### src/rtl/simt_pkg.sv
package simt_pkg;

    typedef enum logic [1:0] {
        ST_CONV  = 2'd0,
        ST_DIV   = 2'd1,
        ST_FAULT = 2'd2
    } warp_state_e;

    typedef enum logic [1:0] {
        BK_ALL_NOT = 2'd0,
        BK_ALL_TKN = 2'd1,
        BK_SPLIT   = 2'd2
    } branch_kind_e;

    typedef enum logic [2:0] {
        ACT_NONE   = 3'd0,
        ACT_JUMP_T = 3'd1,
        ACT_JUMP_F = 3'd2,
        ACT_SPLIT  = 3'd3,
        ACT_POP    = 3'd4,
        ACT_OVF    = 3'd5
    } warp_action_e;

endpackage

### src/rtl/lane_split.sv
module lane_split
    import simt_pkg::*;
#(
    parameter int LANES = 32
) (
    input  logic [LANES-1:0] cur_mask,
    input  logic [LANES-1:0] pred,
    output logic [LANES-1:0] taken_lanes,
    output logic [LANES-1:0] ntaken_lanes,
    output branch_kind_e     kind
);

    always_comb begin
        taken_lanes  = cur_mask & pred;
        ntaken_lanes = cur_mask & ~pred;
        if (taken_lanes == '0) begin
            kind = BK_ALL_NOT;
        end else if (ntaken_lanes == '0) begin
            kind = BK_ALL_TKN;
        end else begin
            kind = BK_SPLIT;
        end
    end

endmodule

### src/rtl/div_stack.sv
module div_stack #(
    parameter int LANES = 32,
    parameter int PC_W  = 32,
    parameter int DEPTH = 8,
    localparam int LVL_W = $clog2(DEPTH + 1)
) (
    input  logic             clk,
    input  logic             rst_n,
    input  logic             push2,
    input  logic             pop,
    input  logic [LANES-1:0] join_mask,
    input  logic [PC_W-1:0]  join_pc,
    input  logic [LANES-1:0] alt_mask,
    input  logic [PC_W-1:0]  alt_pc,
    output logic [LANES-1:0] top_mask,
    output logic [PC_W-1:0]  top_pc,
    output logic [LVL_W-1:0] level,
    output logic             room2,
    output logic             empty,
    output logic             last_one
);

    logic [LANES-1:0] mask_q [DEPTH];
    logic [PC_W-1:0]  pc_q   [DEPTH];
    logic [LVL_W-1:0] level_q;

    for (genvar i = 0; i < DEPTH; i++) begin : g_slot
        always_ff @(posedge clk or negedge rst_n) begin
            if (!rst_n) begin
                mask_q[i] <= '0;
                pc_q[i]   <= '0;
            end else if (push2) begin
                if (level_q == LVL_W'(i)) begin
                    mask_q[i] <= join_mask;
                    pc_q[i]   <= join_pc;
                end else if ((level_q + LVL_W'(1)) == LVL_W'(i)) begin
                    mask_q[i] <= alt_mask;
                    pc_q[i]   <= alt_pc;
                end
            end
        end
    end

    always_ff @(posedge clk or negedge rst_n) begin
        if (!rst_n) begin
            level_q <= '0;
        end else if (push2) begin
            level_q <= level_q + LVL_W'(2);
        end else if (pop && level_q != '0) begin
            level_q <= level_q - LVL_W'(1);
        end
    end

    always_comb begin
        top_mask = '0;
        top_pc   = '0;
        for (int i = 0; i < DEPTH; i++) begin
            if (level_q == LVL_W'(i + 1)) begin
                top_mask = mask_q[i];
                top_pc   = pc_q[i];
            end
        end
    end

    assign level    = level_q;
    assign empty    = (level_q == '0);
    assign last_one = (level_q == LVL_W'(1));
    assign room2    = (int'(level_q) + 2 <= DEPTH);


    push_room_chk: assert property (@(posedge clk) disable iff (!rst_n)
        push2 |-> (int'(level_q) + 2 <= DEPTH));


    level_bound_chk: assert property (@(posedge clk) disable iff (!rst_n)
        int'(level_q) <= DEPTH);


    empty_pop_chk: assert property (@(posedge clk) disable iff (!rst_n)
        (pop && !push2 && level_q == '0) |=> level_q == '0);

endmodule

### src/rtl/warp_ctrl.sv
module warp_ctrl
    import simt_pkg::*;
(
    input  logic         clk,
    input  logic         rst_n,
    input  logic         br_valid,
    input  logic         join_hit,
    input  branch_kind_e kind,
    input  logic         room2,
    input  logic         empty,
    input  logic         last_one,
    output warp_action_e action,
    output logic [1:0]   mode
);

    warp_state_e state_q, state_d;

    always_ff @(posedge clk or negedge rst_n) begin
        if (!rst_n) begin
            state_q <= ST_CONV;
        end else begin
            state_q <= state_d;
        end
    end

    always_comb begin
        action  = ACT_NONE;
        state_d = state_q;
        unique case (state_q)
            ST_CONV, ST_DIV: begin
                if (br_valid) begin
                    unique case (kind)
                        BK_ALL_TKN: action = ACT_JUMP_T;
                        BK_ALL_NOT: action = ACT_JUMP_F;
                        default:    action = room2 ? ACT_SPLIT : ACT_OVF;
                    endcase
                end else if (join_hit && !empty) begin
                    action = ACT_POP;
                end
                if (action == ACT_OVF) begin
                    state_d = ST_FAULT;
                end else if (action == ACT_SPLIT) begin
                    state_d = ST_DIV;
                end else if (action == ACT_POP && last_one) begin
                    state_d = ST_CONV;
                end
            end
            ST_FAULT: begin
                action  = ACT_NONE;
                state_d = ST_FAULT;
            end
            default: begin
                action  = ACT_NONE;
                state_d = ST_FAULT;
            end
        endcase
    end

    always_comb begin
        unique case (state_q)
            ST_CONV:  mode = 2'd0;
            ST_DIV:   mode = 2'd1;
            default:  mode = 2'd2;
        endcase
    end


    fault_hold_chk: assert property (@(posedge clk) disable iff (!rst_n)
        state_q == ST_FAULT |=> state_q == ST_FAULT);


    conv_empty_chk: assert property (@(posedge clk) disable iff (!rst_n)
        state_q == ST_CONV |-> empty);

endmodule

### src/rtl/simt_mask_stack.sv
module simt_mask_stack
    import simt_pkg::*;
#(
    parameter int LANES    = 32,
    parameter int PC_W     = 32,
    parameter int DEPTH    = 8,
    parameter logic [PC_W-1:0] RESET_PC = '0,
    localparam int LVL_W = $clog2(DEPTH + 1)
) (
    input  logic             clk,
    input  logic             rst_n,
    input  logic             br_valid,
    input  logic [LANES-1:0] br_pred,
    input  logic [PC_W-1:0]  br_target,
    input  logic [PC_W-1:0]  br_fallthru,
    input  logic [PC_W-1:0]  br_join,
    input  logic             join_hit,
    output logic [LANES-1:0] active_mask,
    output logic [PC_W-1:0]  next_pc,
    output logic [LVL_W-1:0] stack_level,
    output logic             overflow_err,
    output logic [1:0]       mode
);

    logic [LANES-1:0] mask_q;
    logic [PC_W-1:0]  pc_q;
    logic [LANES-1:0] taken_lanes, ntaken_lanes, top_mask;
    logic [PC_W-1:0]  top_pc;
    logic             room2, empty, last_one;
    branch_kind_e     kind;
    warp_action_e     action;

    lane_split #(.LANES(LANES)) u_split (
        .cur_mask     (mask_q),
        .pred         (br_pred),
        .taken_lanes  (taken_lanes),
        .ntaken_lanes (ntaken_lanes),
        .kind         (kind)
    );

    warp_ctrl u_ctrl (
        .clk      (clk),
        .rst_n    (rst_n),
        .br_valid (br_valid),
        .join_hit (join_hit),
        .kind     (kind),
        .room2    (room2),
        .empty    (empty),
        .last_one (last_one),
        .action   (action),
        .mode     (mode)
    );

    div_stack #(.LANES(LANES), .PC_W(PC_W), .DEPTH(DEPTH)) u_stack (
        .clk       (clk),
        .rst_n     (rst_n),
        .push2     (action == ACT_SPLIT),
        .pop       (action == ACT_POP),
        .join_mask (mask_q),
        .join_pc   (br_join),
        .alt_mask  (ntaken_lanes),
        .alt_pc    (br_fallthru),
        .top_mask  (top_mask),
        .top_pc    (top_pc),
        .level     (stack_level),
        .room2     (room2),
        .empty     (empty),
        .last_one  (last_one)
    );

    always_ff @(posedge clk or negedge rst_n) begin
        if (!rst_n) begin
            mask_q <= '1;
            pc_q   <= RESET_PC;
        end else begin
            unique case (action)
                ACT_JUMP_T: pc_q <= br_target;
                ACT_JUMP_F: pc_q <= br_fallthru;
                ACT_SPLIT: begin
                    mask_q <= taken_lanes;
                    pc_q   <= br_target;
                end
                ACT_POP: begin
                    mask_q <= top_mask;
                    pc_q   <= top_pc;
                end
                default: ;
            endcase
        end
    end

    assign active_mask  = mask_q;
    assign next_pc      = pc_q;
    assign overflow_err = (mode == 2'd2);


    no_new_lane_chk: assert property (@(posedge clk) disable iff (!rst_n)
        (br_valid && !overflow_err) |=> (active_mask & ~$past(active_mask)) == '0);


    pop_level_chk: assert property (@(posedge clk) disable iff (!rst_n)
        (join_hit && !br_valid && !overflow_err && stack_level != '0)
        |=> stack_level == $past(stack_level) - LVL_W'(1));


    idle_join_chk: assert property (@(posedge clk) disable iff (!rst_n)
        (join_hit && !br_valid && stack_level == '0)
        |=> $stable(active_mask) && $stable(next_pc));


    no_overflow_chk: assert property (@(posedge clk) disable iff (!rst_n)
        overflow_err |=> overflow_err && $stable(active_mask) && $stable(next_pc)
                         && $stable(stack_level));

endmodule

### config.mk
export PLATFORM = sky130hd
export DESIGN_NAME = simt_mask_stack
export DESIGN_NICKNAME = d
export VERILOG_FILES = /design/src/rtl/simt_pkg.sv /design/src/rtl/lane_split.sv /design/src/rtl/div_stack.sv /design/src/rtl/warp_ctrl.sv /design/src/rtl/simt_mask_stack.sv
export SDC_FILE = /design/constraint.sdc
export NUM_CORES = 1
export LEC_CHECK = 0
export ABC_AREA = 1
export BUFFER_PORTS_ARGS = -buffer_cell sky130_fd_sc_hd__buf_2
export CAP_MARGIN = 0
export CELL_PAD_IN_SITES_DETAIL_PLACEMENT = 0
export CELL_PAD_IN_SITES_GLOBAL_PLACEMENT = 1
export CORE_MARGIN = 1.5
export CORE_UTILIZATION = 45
export CTS_BUF_LIST = sky130_fd_sc_hd__clkbuf_8
export DETAILED_ROUTE_END_ITERATION = 6
export PLACE_DENSITY = 0.78
export RECOVER_POWER = 25
export SLEW_MARGIN = 15
export SYNTH_ARGS = -nofsm -noshare
export SYNTH_HDL_FRONTEND = slang
export SYNTH_SLANG_ARGS = --single-unit
### constraint.sdc
create_clock -name clk -period 3 [get_ports clk]
set_input_delay 0.6 -clock clk [delete_from_list [all_inputs] [get_ports clk]]
set_output_delay 0.6 -clock clk [all_outputs]
set_load 0.005 [all_outputs]
==> metrics <==
Final HPWL DP=61,300 um; drt wl/cell=19.2 um; vias=around 29,000; Rel. slew slack=-0.379; Die Span X=274 um; post-synth net total=4,407; Critical Path RT=~3600 ps; Max Cap Viol=1; worst skew pair latency=between 700 and 800 ps; Clock Skew=between 20 and 30 ps; Area Overhead vs Synth=11.9%; mapped cell area=33,100 um^2; combinational power share=0.040; Seq pwr share=0.495; worst flop-to-flop path startpoint=u_stack.level[0]$_DFFE_PN0P_; most common cell after layout, fill and taps aside=nand2_1; gp weighted congestion=0.815; Yosys reg bits=582; internal power=roughly 12 mW; run status=complete, but fails checks; total power per unit cell area=429 nW/um^2; Max Buffers Root-to-Sink=3; vias in the first global route=28,100; Vias per Instance=~5.4; worst vdd ir=0.265 mV; largest net degree at the start of global routing=129; fillcell total=7,292; Clock transition at path regs=approximately 60 ps; Die ar.=approximately 75,000 um^2; hold path start=br_target[17]; CTS tree=yes; initial core utilization=0.454; Worst Setup Path Type=reg -> reg; H-tree depth=3; Cell variety after synth=33; design area=37,000 um^2; CP arrival=3350 ps; Root Buffer=clkbuf_8; Synth top area share=0.416; clock sink total=582; Core ar.=72,800 um^2; minimum clock period=2750 ps; switching power=3.93 mW; GR Util All Layers=0.275; Residual DRC=0; most area-consuming cells after synthesis=dfrtp_1 (42%), nand2_1 (15%), mux2i_1 (7.7%), o21ai_0 (6.4%), o21ai_1 (4.5%); Seq/Total Area, Yosys=0.442; Fin. Hold Viols=0; fin. max-slew vios=54; final setup vio count=0; nets@finish=4,447; period utilization=0.915; YS warnings=0; port bufs=202; violated checks=capacitance limit, slew limit; Total Routed Length=103,000 um; share of layout cells above drive strength 1=0.158; clock share of power=0.464; CP Launch Point=u_stack.level[0]$_DFFE_PN0P_; # rows=99; Setup crit end kind=register; clock buffer count from CTS=105; Worst Hold Margin=216 ps; grt ovf=0; first-pass GRT wire length=~160,000 um; Post-Syn Instances=between 4,000 and 5,000; transition time at the pin with the least slew margin=between 2000 and 2500 ps; element type at the critical path start=register; Iteration-0 DRC Markers=between 2,000 and 2,500; drt pass-1 iters=5; Mapped Avg Cell Area=7.75 um^2; Leak=18.4 nW; post-route setup TNS=0 ps; min-delay worst type=in -> reg; most frequent cells in the layout=nand2_1 (1,318), dfrtp_1 (550), o21ai_0 (420); RSZ-0062 raised after global routing=no; DP Area=~35,000 um^2; Die Span Y=274 um; initial antenna violation count=7; Antenna Violating Nets Remaining=0; Sw Ratio=0.248; fmax=364 MHz; Synth area leader=dfrtp_1; crit-path max FO=128; top-level I/O count=~200
==> per-layer routing <==
layer / wire length (um) / track usage
met1: 47600 / 0.384
met2: 47300 / 0.449
met3: 5880 / 0.0366
met4: 1860 / 0.0720
met5: 13 / 0
==> area by class of cell <==
class / instances / area (um^2) / area share
antenna: 4 / 10.0 / 0.000271
clock buffer: 130 / 1790 / 0.0484
clock inverter: 62 / 263 / 0.00710
inverter: 123 / 467 / 0.0126
multi-input combinational: 3160 / 15800 / 0.428
sequential: 582 / 14600 / 0.395
tap: 959 / 1200 / 0.0324
timing repair buffer: 335 / 2820 / 0.0762
==> flip-flops by register name, indices dropped and copies added (netlist names) <==
name,count
next_pc,32
active_mask,32
u_stack.pc_q,256
u_stack.level,4
u_stack.mask_q,256
u_ctrl.state_q,2
==> power by group through the flow <==
stage | clock (mW) | sequential [mW] | combinational, mW
floorplan | 0 | 8.00 | 0.243
global placement | 0 | 7.99 | 0.644
detailed placement | 0 | 7.99 | 0.650
CTS | 7.51 | 7.86 | 0.654
global route | 7.88 | 7.85 | 0.717
finish | 7.37 | 7.86 | 0.639
==> metrics by stage <==
stage               instances  utilization  worst slack, ps  power, mW
finish                   5355        0.508              255       15.9
global route             5354        0.508             55.8       16.4
CTS                      5351        0.508              238       16.0
detailed placement       5158        0.480             59.5       8.64
global placement         5158        0.480             89.2       8.64
floorplan                4267            -              833       8.24
==> cells in the mapped netlist (all sizes together) <==
| cell | number |
|---|---|
| nand2 | 1368 |
| o21ai | 809 |
| dfrtp | 550 |
| nor2 | 284 |
| nand3 | 283 |
| buf | 265 |
| mux2i | 256 |
| clkbuf | 137 |
| inv | 122 |
| a21oi | 98 |
| nand4 | 34 |
| dfstp | 32 |
| ha | 8 |
| o21bai | 8 |
| or2 | 6 |
| o22ai | 3 |
| xor2 | 3 |
| clkinv | 1 |
==> worst paths after layout <==
path / endpoint / slack, ps / cells past startpoint
worst max-delay path: next_pc[28]$_DFFE_PN0P_ / 250 / 15
worst min-delay path: next_pc[17]$_DFFE_PN0P_ / 220 / 5
worst max register to register: next_pc[28]$_DFFE_PN0P_ / 250 / 15
worst min register to register: next_pc[6]$_DFFE_PN0P_ / 470 / 2
max in group asynchronous: u_stack.pc_q[161]$_DFFE_PN0P_ / 570 / 3
min in group asynchronous: next_pc[3]$_DFFE_PN0P_ / 1000 / 2
==> kinds of logic after synthesis <==
group	after synthesis	synth area share
multiplexers	256	0.0775
flip-flops	582	0.442
AND/OR/NAND/NOR	1975	0.243
adder cells (fa/ha/maj)	8	0.00303
AO/OA/AOI/OAI	918	0.150
XOR/XNOR	3	0.000795
buffers and inverters	525	0.0839
==> worst max-delay path, cell delays in order, from the launching register on <==
cell	delay [ps]
dfrtp_1	450
inv_1	100
ha_1	180
inv_2	50
buf_4	280
nor2_4	200
buf_12	630
nor2_1	120
nand2_1	110
nand2_1	80
nand2_1	60
nand2_1	50
nand2_1	70
nand3_1	70
nand2_1	60
nand2_1	50
==> what timing repair did <==
item,CTS,global route
gates resized for setup,0,0
endpoints found under the hold margin,44,0
hold buffers,1,0
setup endpoints to repair,0,0
setup buffers,0,0
(Power assumes the default switching activity.)
